[config.mk]
export PLATFORM = sky130hd
export DESIGN_NAME = vline_repeat_scaler
export DESIGN_NICKNAME = d
export VERILOG_FILES = /design/src/rtl/vlrs_pkg.sv /design/src/rtl/vlrs_frame_ctl.sv /design/src/rtl/vlrs_repeat_lut.sv /design/src/rtl/vlrs_line_seq.sv /design/src/rtl/vline_repeat_scaler.sv
export SDC_FILE = /design/constraint.sdc
export NUM_CORES = 1
export LEC_CHECK = 0
export BUFFER_PORTS_ARGS = -buffer_cell sky130_fd_sc_hd__buf_2
export CAP_MARGIN = 20
export CORE_MARGIN = 1
export CORE_UTILIZATION = 60
export DETAILED_ROUTE_END_ITERATION = 7
export PLACE_DENSITY = 0.8
export SYNTH_ARGS = -nofsm -noshare
export SYNTH_HDL_FRONTEND = slang
export SYNTH_SLANG_ARGS = --single-unit
[constraint.sdc]
create_clock -name clk -period 7.8 [get_ports clk]
set_input_delay 0.78 -clock clk [delete_from_list [all_inputs] [get_ports clk]]
set_output_delay 0.78 -clock clk [all_outputs]
set_load 0.05 [all_outputs]
[src/rtl/vlrs_pkg.sv]
package vlrs_pkg;
  localparam int CELL_LINES = 18;
  localparam int IDX_W      = 5;
  localparam int REP_W      = 4;

  typedef enum logic [1:0] {
    PH_IDLE   = 2'd0,
    PH_DELAY  = 2'd1,
    PH_ACTIVE = 2'd2
  } phase_t;

  // per-weight line masks, bit n = scan line n
  localparam logic [CELL_LINES-1:0] MASK_W16 = 18'h1FFFE; // lines 1..16
  localparam logic [CELL_LINES-1:0] MASK_W8  = 18'h0AAAA; // odd lines 1..15
  localparam logic [CELL_LINES-1:0] MASK_W4  = 18'h08844; // lines 2,6,11,15
  localparam logic [CELL_LINES-1:0] MASK_W2  = 18'h02010; // lines 4,13
  localparam logic [CELL_LINES-1:0] MASK_W1  = 18'h00200; // line 9
endpackage

[src/rtl/vlrs_frame_ctl.sv]
module vlrs_frame_ctl
  import vlrs_pkg::*;
#(
  parameter int VS_W = 6
) (
  input  logic            clk,
  input  logic            rst,
  input  logic            vflb,
  input  logic            hline,
  input  logic [6:0]      height,
  input  logic [VS_W-1:0] vstart,
  output logic            frame_start,
  output logic            start_disp,
  output phase_t          phase,
  output logic [6:0]      height_q
);
  localparam int CNT_W = VS_W + 2;

  logic            vflb_q;
  logic [VS_W-1:0] vstart_q;
  logic [CNT_W-1:0] dly_cnt;
  logic [CNT_W-1:0] dly_target;

  assign frame_start = vflb & ~vflb_q;
  assign dly_target  = {vstart_q, 2'b01};       // 4*v + 1
  assign start_disp  = !frame_start && (phase == PH_DELAY) && hline &&
                       (dly_cnt == dly_target);

  always_ff @(posedge clk) begin
    if (rst) begin
      vflb_q   <= 1'b0;
      vstart_q <= '0;
      height_q <= '0;
      dly_cnt  <= '0;
      phase    <= PH_IDLE;
    end else begin
      vflb_q <= vflb;
      if (frame_start) begin
        vstart_q <= vstart;
        height_q <= height;
        dly_cnt  <= '0;
        phase    <= PH_DELAY;
      end else if (start_disp) begin
        phase <= PH_ACTIVE;
      end else if (phase == PH_DELAY && hline) begin
        dly_cnt <= dly_cnt + 1'b1;
      end
    end
  end

  // the delay counter never passes its target
  a_r2_delay_bound: assert property (@(posedge clk) disable iff (rst)
    (phase == PH_DELAY) |-> (dly_cnt <= dly_target));

  // captured settings change only on a flyback edge
  a_r10_hold_settings: assert property (@(posedge clk) disable iff (rst)
    !frame_start |=> ($stable(height_q) && $stable(vstart_q)));

  // a flyback edge always puts the frame back into the delay phase
  a_r9_edge_restart: assert property (@(posedge clk) disable iff (rst)
    frame_start |=> (phase == PH_DELAY && dly_cnt == '0));
endmodule

[src/rtl/vlrs_repeat_lut.sv]
module vlrs_repeat_lut
  import vlrs_pkg::*;
(
  input  logic [6:0]       height_q,
  input  logic [IDX_W-1:0] idx,
  output logic [REP_W-1:0] reps
);
  logic [REP_W-1:0] base;
  logic [REP_W-1:0] tbl [CELL_LINES];

  always_comb begin
    if (height_q[6:5] == 2'b11)  base = REP_W'(3);
    else if (height_q[6])        base = REP_W'(2);
    else                         base = REP_W'(1);
  end

  for (genvar n = 0; n < CELL_LINES; n++) begin : g_line
    assign tbl[n] = base
                  + REP_W'(height_q[4] & MASK_W16[n])
                  + REP_W'(height_q[3] & MASK_W8[n])
                  + REP_W'(height_q[2] & MASK_W4[n])
                  + REP_W'(height_q[1] & MASK_W2[n])
                  + REP_W'(height_q[0] & MASK_W1[n]);
  end

  assign reps = (idx < IDX_W'(CELL_LINES)) ? tbl[idx] : '0;

  // no line is ever repeated more than the heaviest code allows
  always_comb begin
    a_r7_reps_max: assert (reps <= REP_W'(8));
  end
endmodule

[src/rtl/vlrs_line_seq.sv]
module vlrs_line_seq
  import vlrs_pkg::*;
(
  input  logic             clk,
  input  logic             rst,
  input  logic             frame_start,
  input  logic             start_disp,
  input  logic             hline,
  input  phase_t           phase,
  input  logic [REP_W-1:0] reps,
  output logic [IDX_W-1:0] line_idx,
  output logic             row_adv,
  output logic             disp_act
);
  localparam logic [IDX_W-1:0] LAST = IDX_W'(CELL_LINES - 1);

  logic [REP_W-1:0] rep_cnt;

  always_ff @(posedge clk) begin
    if (rst) begin
      line_idx <= '0;
      rep_cnt  <= '0;
      row_adv  <= 1'b0;
      disp_act <= 1'b0;
    end else begin
      row_adv <= 1'b0;
      if (frame_start) begin
        line_idx <= '0;
        rep_cnt  <= '0;
        disp_act <= 1'b0;
      end else if (start_disp) begin
        line_idx <= '0;
        rep_cnt  <= '0;
        disp_act <= 1'b1;
      end else if (phase == PH_ACTIVE && hline) begin
        if (rep_cnt == reps) begin
          rep_cnt <= '0;
          if (line_idx == LAST) begin
            line_idx <= '0;
            row_adv  <= 1'b1;
          end else begin
            line_idx <= line_idx + 1'b1;
          end
        end else begin
          rep_cnt <= rep_cnt + 1'b1;
        end
      end
    end
  end

  // the index stays within the cell
  a_r7_idx_range: assert property (@(posedge clk) disable iff (rst)
    line_idx <= LAST);

  // the repeat counter never passes the count for the current line
  a_r7_rep_bound: assert property (@(posedge clk) disable iff (rst)
    disp_act |-> (rep_cnt <= reps));

  // a row pulse follows line 17 and lands on line 0
  a_r8_row_wrap: assert property (@(posedge clk) disable iff (rst)
    row_adv |-> (line_idx == '0 && $past(line_idx) == LAST && disp_act));

  // the index moves only after a strobe or a flyback edge
  a_r11_idx_hold: assert property (@(posedge clk) disable iff (rst)
    (!hline && !frame_start) |=> $stable(line_idx));

  // a flyback edge clears the display
  a_r9_clear: assert property (@(posedge clk) disable iff (rst)
    frame_start |=> (!disp_act && line_idx == '0 && !row_adv));
endmodule

[src/rtl/vline_repeat_scaler.sv]
module vline_repeat_scaler
  import vlrs_pkg::*;
#(
  parameter int VS_W = 6
) (
  input  logic            clk,
  input  logic            rst,
  input  logic            vflb,
  input  logic            hline,
  input  logic [6:0]      height,
  input  logic [VS_W-1:0] vstart,
  output logic [4:0]      line_idx,
  output logic            row_adv,
  output logic            disp_act
);
  logic             frame_start;
  logic             start_disp;
  phase_t           phase;
  logic [6:0]       height_q;
  logic [REP_W-1:0] reps;
  logic [IDX_W-1:0] idx_int;

  vlrs_frame_ctl #(.VS_W(VS_W)) u_frame (
    .clk         (clk),
    .rst         (rst),
    .vflb        (vflb),
    .hline       (hline),
    .height      (height),
    .vstart      (vstart),
    .frame_start (frame_start),
    .start_disp  (start_disp),
    .phase       (phase),
    .height_q    (height_q)
  );

  vlrs_repeat_lut u_lut (
    .height_q (height_q),
    .idx      (idx_int),
    .reps     (reps)
  );

  vlrs_line_seq u_seq (
    .clk         (clk),
    .rst         (rst),
    .frame_start (frame_start),
    .start_disp  (start_disp),
    .hline       (hline),
    .phase       (phase),
    .reps        (reps),
    .line_idx    (idx_int),
    .row_adv     (row_adv),
    .disp_act    (disp_act)
  );

  assign line_idx = idx_int;

  // display is active exactly while the frame is in its active phase
  a_r2_active_phase: assert property (@(posedge clk) disable iff (rst)
    disp_act |-> (phase == PH_ACTIVE));
endmodule

* After elaboration in Yosys (flattened, before gate mapping)
Cells that the tools add are included.
** Operators by class
- $add $sub $neg :: 10
- Magnitude comparators :: 2
- Equality and inequality tests :: 6
- Muxes and demuxes :: 11
- Bitwise operators :: 6
- Reductions and logical operators :: 12
** Operators by type and width (count)
- $add A4 B1 Y4 :: 7
- $bmux W4 S5 :: 1
- $mux W4 :: 4
- $add A8 B1 Y8 const B :: 1
- $eq A8 B8 Y1 :: 1
- $ge A6 B6 Y1 const B :: 1
- $not A5 Y6 :: 1
- $add A5 B1 Y5 const B :: 1
- $eq A5 B5 Y1 const B :: 1
- $logic_and A1 B1 Y1 :: 5
- $lt A5 B5 Y1 const B :: 1
- $mux W5 :: 1
- $reduce_or A5 Y1 :: 1
- $add A4 B1 Y4 const B :: 1
- $eq A2 B2 Y1 const B :: 2
- $eq A4 B4 Y1 :: 1
- $mux W2 :: 2
- $not A1 Y1 :: 4
- $reduce_and A2 Y1 :: 2
- $mux W1 :: 3
- $reduce_or A3 Y1 :: 1
- $eq A2 B1 Y1 const B :: 1
- $reduce_bool A2 Y1 :: 1
- $reduce_or A2 Y1 :: 1
- other kinds (2) :: 2
** Storage, ports and cells
- Register bits after elaboration :: 34
- Input port bits :: 17
- Logic and storage cells :: 56

* Depth between registers and ports, before layout
- Word-level depth :: 12
- Mapped depth :: 15

* By module
Synthesis repeated with hierarchy kept, for this count alone.
** Unflattened totals
- Cells, all modules :: 281
- Area total of the unflattened synthesis :: 2372.3 um^2
** Modules (own cells, without submodules)
- vlrs_frame_ctl :: instances 1, cells an instance 129, area each 1097.3 um^2
- vlrs_repeat_lut :: instances 1, cells an instance 90, area each 681.9 um^2
- vlrs_line_seq :: instances 1, cells an instance 62, area each 593.1 um^2

* Worst setup path after synthesis
No wires, ideal clock.
- Kind :: register -> register
- Start :: register u_frame.height_q[6]
- End :: register u_seq.line_idx[3]
- Library setup time :: 72 ps
- Arrival :: 3528 ps
- Required time :: 7728 ps
- Setup slack :: 4200 ps
- Cell stages (with the launch flop) :: 16
- Cell sequence :: dfxtp_1 -> nand2b_1 -> ha_1 -> ha_1 -> inv_1 -> fa_1 -> inv_1 -> ha_1 -> mux2_2 -> mux2i_1 -> xnor2_1 -> o211ai_1 -> or3_1 -> buf_6 -> nor4_4 -> mux2i_1
** On the way
- Cells in the longest elaborated chain, start to end :: 11
- Elaborated cells on any way between the ends :: 16
- Those cells by class :: add/sub: 7; eq/ne: 2; mux: 6; reduce/logical: 1
** Ends and longest elaborated chain
- start: declaration :: RTL line vlrs_frame_ctl.sv:15 : output logic [6:0] height_q
- start signal: assignment :: RTL line vlrs_frame_ctl.sv:40 : height_q <= height;
- $eq A2 B2 Y1 / $mux W2 (equally long branches) :: RTL line vlrs_repeat_lut.sv:12, vlrs_repeat_lut.sv:13
- $mux W2 (*) :: RTL line vlrs_repeat_lut.sv:12 : if (height_q[6:5] == 2'b11) base = REP_W'(3);
- $add A4 B1 Y4 :: RTL line vlrs_repeat_lut.sv:19 : + REP_W'(height_q[4] & MASK_W16[n])
- $add A4 B1 Y4 :: RTL line vlrs_repeat_lut.sv:20 : + REP_W'(height_q[3] & MASK_W8[n])
- $add A4 B1 Y4 (on tied branches) :: RTL line vlrs_repeat_lut.sv:21, vlrs_repeat_lut.sv:22, vlrs_repeat_lut.sv:23
- $bmux W4 S5 (*) :: RTL line vlrs_repeat_lut.sv:26 : assign reps = (idx < IDX_W'(CELL_LINES)) ? tbl[idx] : '0;
- $mux W4 (implied by the code) (*) (2 in series) :: RTL line vlrs_repeat_lut.sv:26
- $mux W4 (*) :: RTL line vlrs_repeat_lut.sv:26
- $eq A4 B4 Y1 (*) :: RTL line vlrs_line_seq.sv:36 : if (rep_cnt == reps) begin
- $reduce_and A2 Y1 (no line) (*)
- end signal: assignment :: RTL line vlrs_line_seq.sv:42 : line_idx <= line_idx + 1'b1;
- end: declaration :: RTL line vlrs_line_seq.sv:11 : output logic [IDX_W-1:0] line_idx,
Every way passes the cells marked *; elsewhere a longest branch is shown, timed or not. The select of a mux whose other input is x is not followed.
A chain may end at the register's enable or synchronous reset.

* Worst setup path after layout
Ends and elaborated chain as after synthesis.

==> metrics.txt <==
RD Place Congestion 0.863; final setup TNS 0 ns; Rows 22; Setup Viol. Count Final 0; initial antenna violation count 0; Mapped Avg Cell Area roughly 8.4 um^2; top-area cell type share of the netlist area 27.9%; critical path data arrival time 4.20 ns; Clock Skew about 0.0074 ns; syn_nets between 300 and 400; Hold Crit Start u_frame.height_q[0]; Layout area overhead 6.04%; Clock Sinks 34; Hold Crit Class flop to flop; PortBufs 23; fin crit period a little under 4 ns; Synth cell types 54; register area 681 um^2; post-CTS setup buffers 0; WL met2 about 2600 um; DRT met1 WL 2330 um; DRC violations left 0; io pins 24; Hold Path Stages 2; async set or reset register ratio after synthesis 0%; top sig layer met4; die area ~4300 um^2; clock group share of total power between 30% and 40%; Gates resized, CTS repair 0; Hold Fails Final Rpt 0; Reg power frac 50.5%; Total GRT Usage around a quarter; RSZ-0062 raised after global routing no; vias in the first global route roughly 2000; largest net degree at the start of global routing 24; RR Startpoint u_frame.height_q[6]; Slew headroom 41.6%; run status finished, final reports clean; vias per inst 6.10; cell-internal power between 0.0002 and 0.0003 W; power density cells 140 nW/um^2; layout cells sized above 1 14.5%; Worst-Skew Late Latency ~0.29 ns; period utilisation layout between 50% and 60%; most frequent cells in the layout nand2_1 (38), dfxtp_1 (34), a21oi_1 (25); top_reg_cell synth dfxtp_1; DP Wirelength roughly 3700 um; n_diodes 0; Initial Util 64.8%; max-slew violations 0; drt first pass iters 4; largest cells by area after synthesis dfxtp_1 (28%), ha_1 (8.2%), nand2_1 (5.8%); area occupied by multi-input gates 1590 um^2; FF-to-FF path depth 14; H-Tree Depth 2; Iter 0 DRT Violations 205; synthesized cell area 2440 um^2; maximum vdd drop 0.000142 V; Critical Path RT about 8 ns; Yosys Warn Count 0; clock root buffer clkbuf_8; Lkg Pwr ~0.95 nW; Worst Path Class, Setup flop to flop; count of filler cells inserted in the layout 324; Die Span X around 66 um; combinational fraction of design power roughly an eighth; switch share around a quarter; FF+latch count, synth 34; r2r endpoint u_seq.line_idx[3]; Hold Buf Count CTS 0; Synth area leader dfxtp_1; Core Area 3770 um^2; CTS tree yes; max_cap viols 0; fin nets between 300 and 400; WHS approximately 0.48 ns; Worst-Margin Slew between 0.8 and 0.9 ns; die height approximately 66 um; startpoint type of the worst setup path flop; Max Buffers Root-to-Sink 2; post-route ant nets 0; FF-to-FF setup slack 3.82 ns; Routed Wire Length about 5200 um; Setup crit end kind flop; vias post-DR roughly 2100; Num CTS Buffers 5; most common cell after layout, fill and taps aside nand2_1; CTS clk-pin slew, worst paths roughly 0.070 ns; grt ovf 0; Seq/Total Area, Yosys 27.9%; Synth Instances 291; EDFF count, synth 0; FMAX ~250 MHz; Critical Path Fanout Max 9; Met3 Routed Length 165 um; WL/cell 14.8 um; first-pass GRT wire length 8840 um; Worst Hold Path EP u_frame.height_q[0]; Psw 0.0000929 W
-- per-layer routing --
layer | vias to the layer above | track usage [%]
li1 | 1072 | -
met1 | 1011 | 32.1
met2 | 43 | 45.5
met3 | 15 | 4.66
met4 | 0 | 13.3
met5 | - | 0
-- cell type report --
cell class | instances | area share (%)
multi-input combinational | 225 | 61.4
timing repair buffer | 24 | 4.73
clock inverter | 1 | 0.193
tap | 48 | 2.32
inverter | 12 | 1.74
clock buffer | 7 | 3.33
sequential | 34 | 26.3
-- worst max path at each step --
stage	start	slack [ns]	cells past startpoint	end
6_report	u_frame.height_q[6]	3.82	14	u_seq.line_idx[3]
4_1_cts	u_frame.height_q[6]	3.79	14	u_seq.line_idx[3]
2_1_floorplan	u_frame.height_q[6]	4.20	15	u_seq.line_idx[3]
3_3_place_gp	u_frame.height_q[6]	3.96	14	u_seq.line_idx[3]
5_1_grt	u_frame.height_q[6]	3.46	14	u_seq.line_idx[3]
3_5_place_dp	u_frame.height_q[6]	3.80	14	u_seq.line_idx[3]
-- cells in the mapped netlist, types with 3 or more instances --
| cell type | number |
|---|---|
| nand2b_1 | 8 |
| nor2b_1 | 6 |
| and3_1 | 6 |
| o31ai_1 | 3 |
| o22ai_1 | 3 |
| inv_1 | 11 |
| nand4_1 | 8 |
| fa_1 | 3 |
| mux2i_1 | 6 |
| buf_6 | 6 |
| nand3_1 | 7 |
| ha_1 | 16 |
| dfxtp_1 | 34 |
| nor2_1 | 19 |
| nand3b_1 | 8 |
| nand2_1 | 38 |
| clkbuf_1 | 11 |
| nor3_1 | 8 |
| o211ai_1 | 6 |
| a21oi_1 | 25 |
| nor3b_1 | 3 |
| xor2_1 | 8 |
| xnor2_1 | 6 |
-- kinds of logic after synthesis --
logic type | after synthesis | share of synthesized area [%]
simple gates | 124 | 27.7
buf+inv | 32 | 7.02
xor+xnor | 14 | 5.02
mux | 8 | 3.38
flops | 34 | 27.9
fa+ha+maj | 19 | 10.7
compound gates | 60 | 18.4
-- per-stage QoR --
step | area (um^2) | std cells | power [W] | setup slack (ns) | util, %
2_1_floorplan | 2440 | 291 | 0.000221 | 4.20 | -
3_3_place_gp | 2500 | 343 | 0.000231 | 3.96 | 66.3
3_5_place_dp | 2500 | 343 | 0.000233 | 3.80 | 66.3
4_1_cts | 2590 | 351 | 0.000366 | 3.79 | 68.7
5_1_grt | 2590 | 351 | 0.000379 | 3.46 | 68.7
6_report | 2590 | 351 | 0.000362 | 3.82 | 68.7
-- critical path, cell delays in order (launching register included) --
cell and delay (ns):
dfxtp_1 0.47, nand2b_1 0.09, ha_1 0.36, ha_1 0.21, inv_1 0.08, fa_1 0.55
inv_1 0.12, ha_1 0.22, mux2_2 0.28, mux2i_1 0.17, xnor2_1 0.14, o211ai_1 0.12
or3_1 0.57, nor4_4 0.34, mux2i_1 0.19
-- state kept, by name (all words and copies together) (netlist names) --
register	count
u_frame.dly_cnt	8
u_frame.height_q	7
u_frame.vstart_q	6
u_seq.line_idx	5
u_seq.rep_cnt	4
u_frame.phase	2
u_frame.vflb_q	1
u_seq.row_adv	1
-- power groups by stage --
| stage | registers, W | clock network, W | logic, W |
|---|---|---|---|
| floorplan | 0.000185 | 0 | 0.0000354 |
| global placement | 0.000186 | 0 | 0.0000452 |
| detailed placement | 0.000187 | 0 | 0.0000467 |
| CTS | 0.000183 | 0.000136 | 0.0000471 |
| global route | 0.000183 | 0.000142 | 0.0000533 |
| finish | 0.000183 | 0.000133 | 0.0000467 |
(Power assumes the default switching activity.)
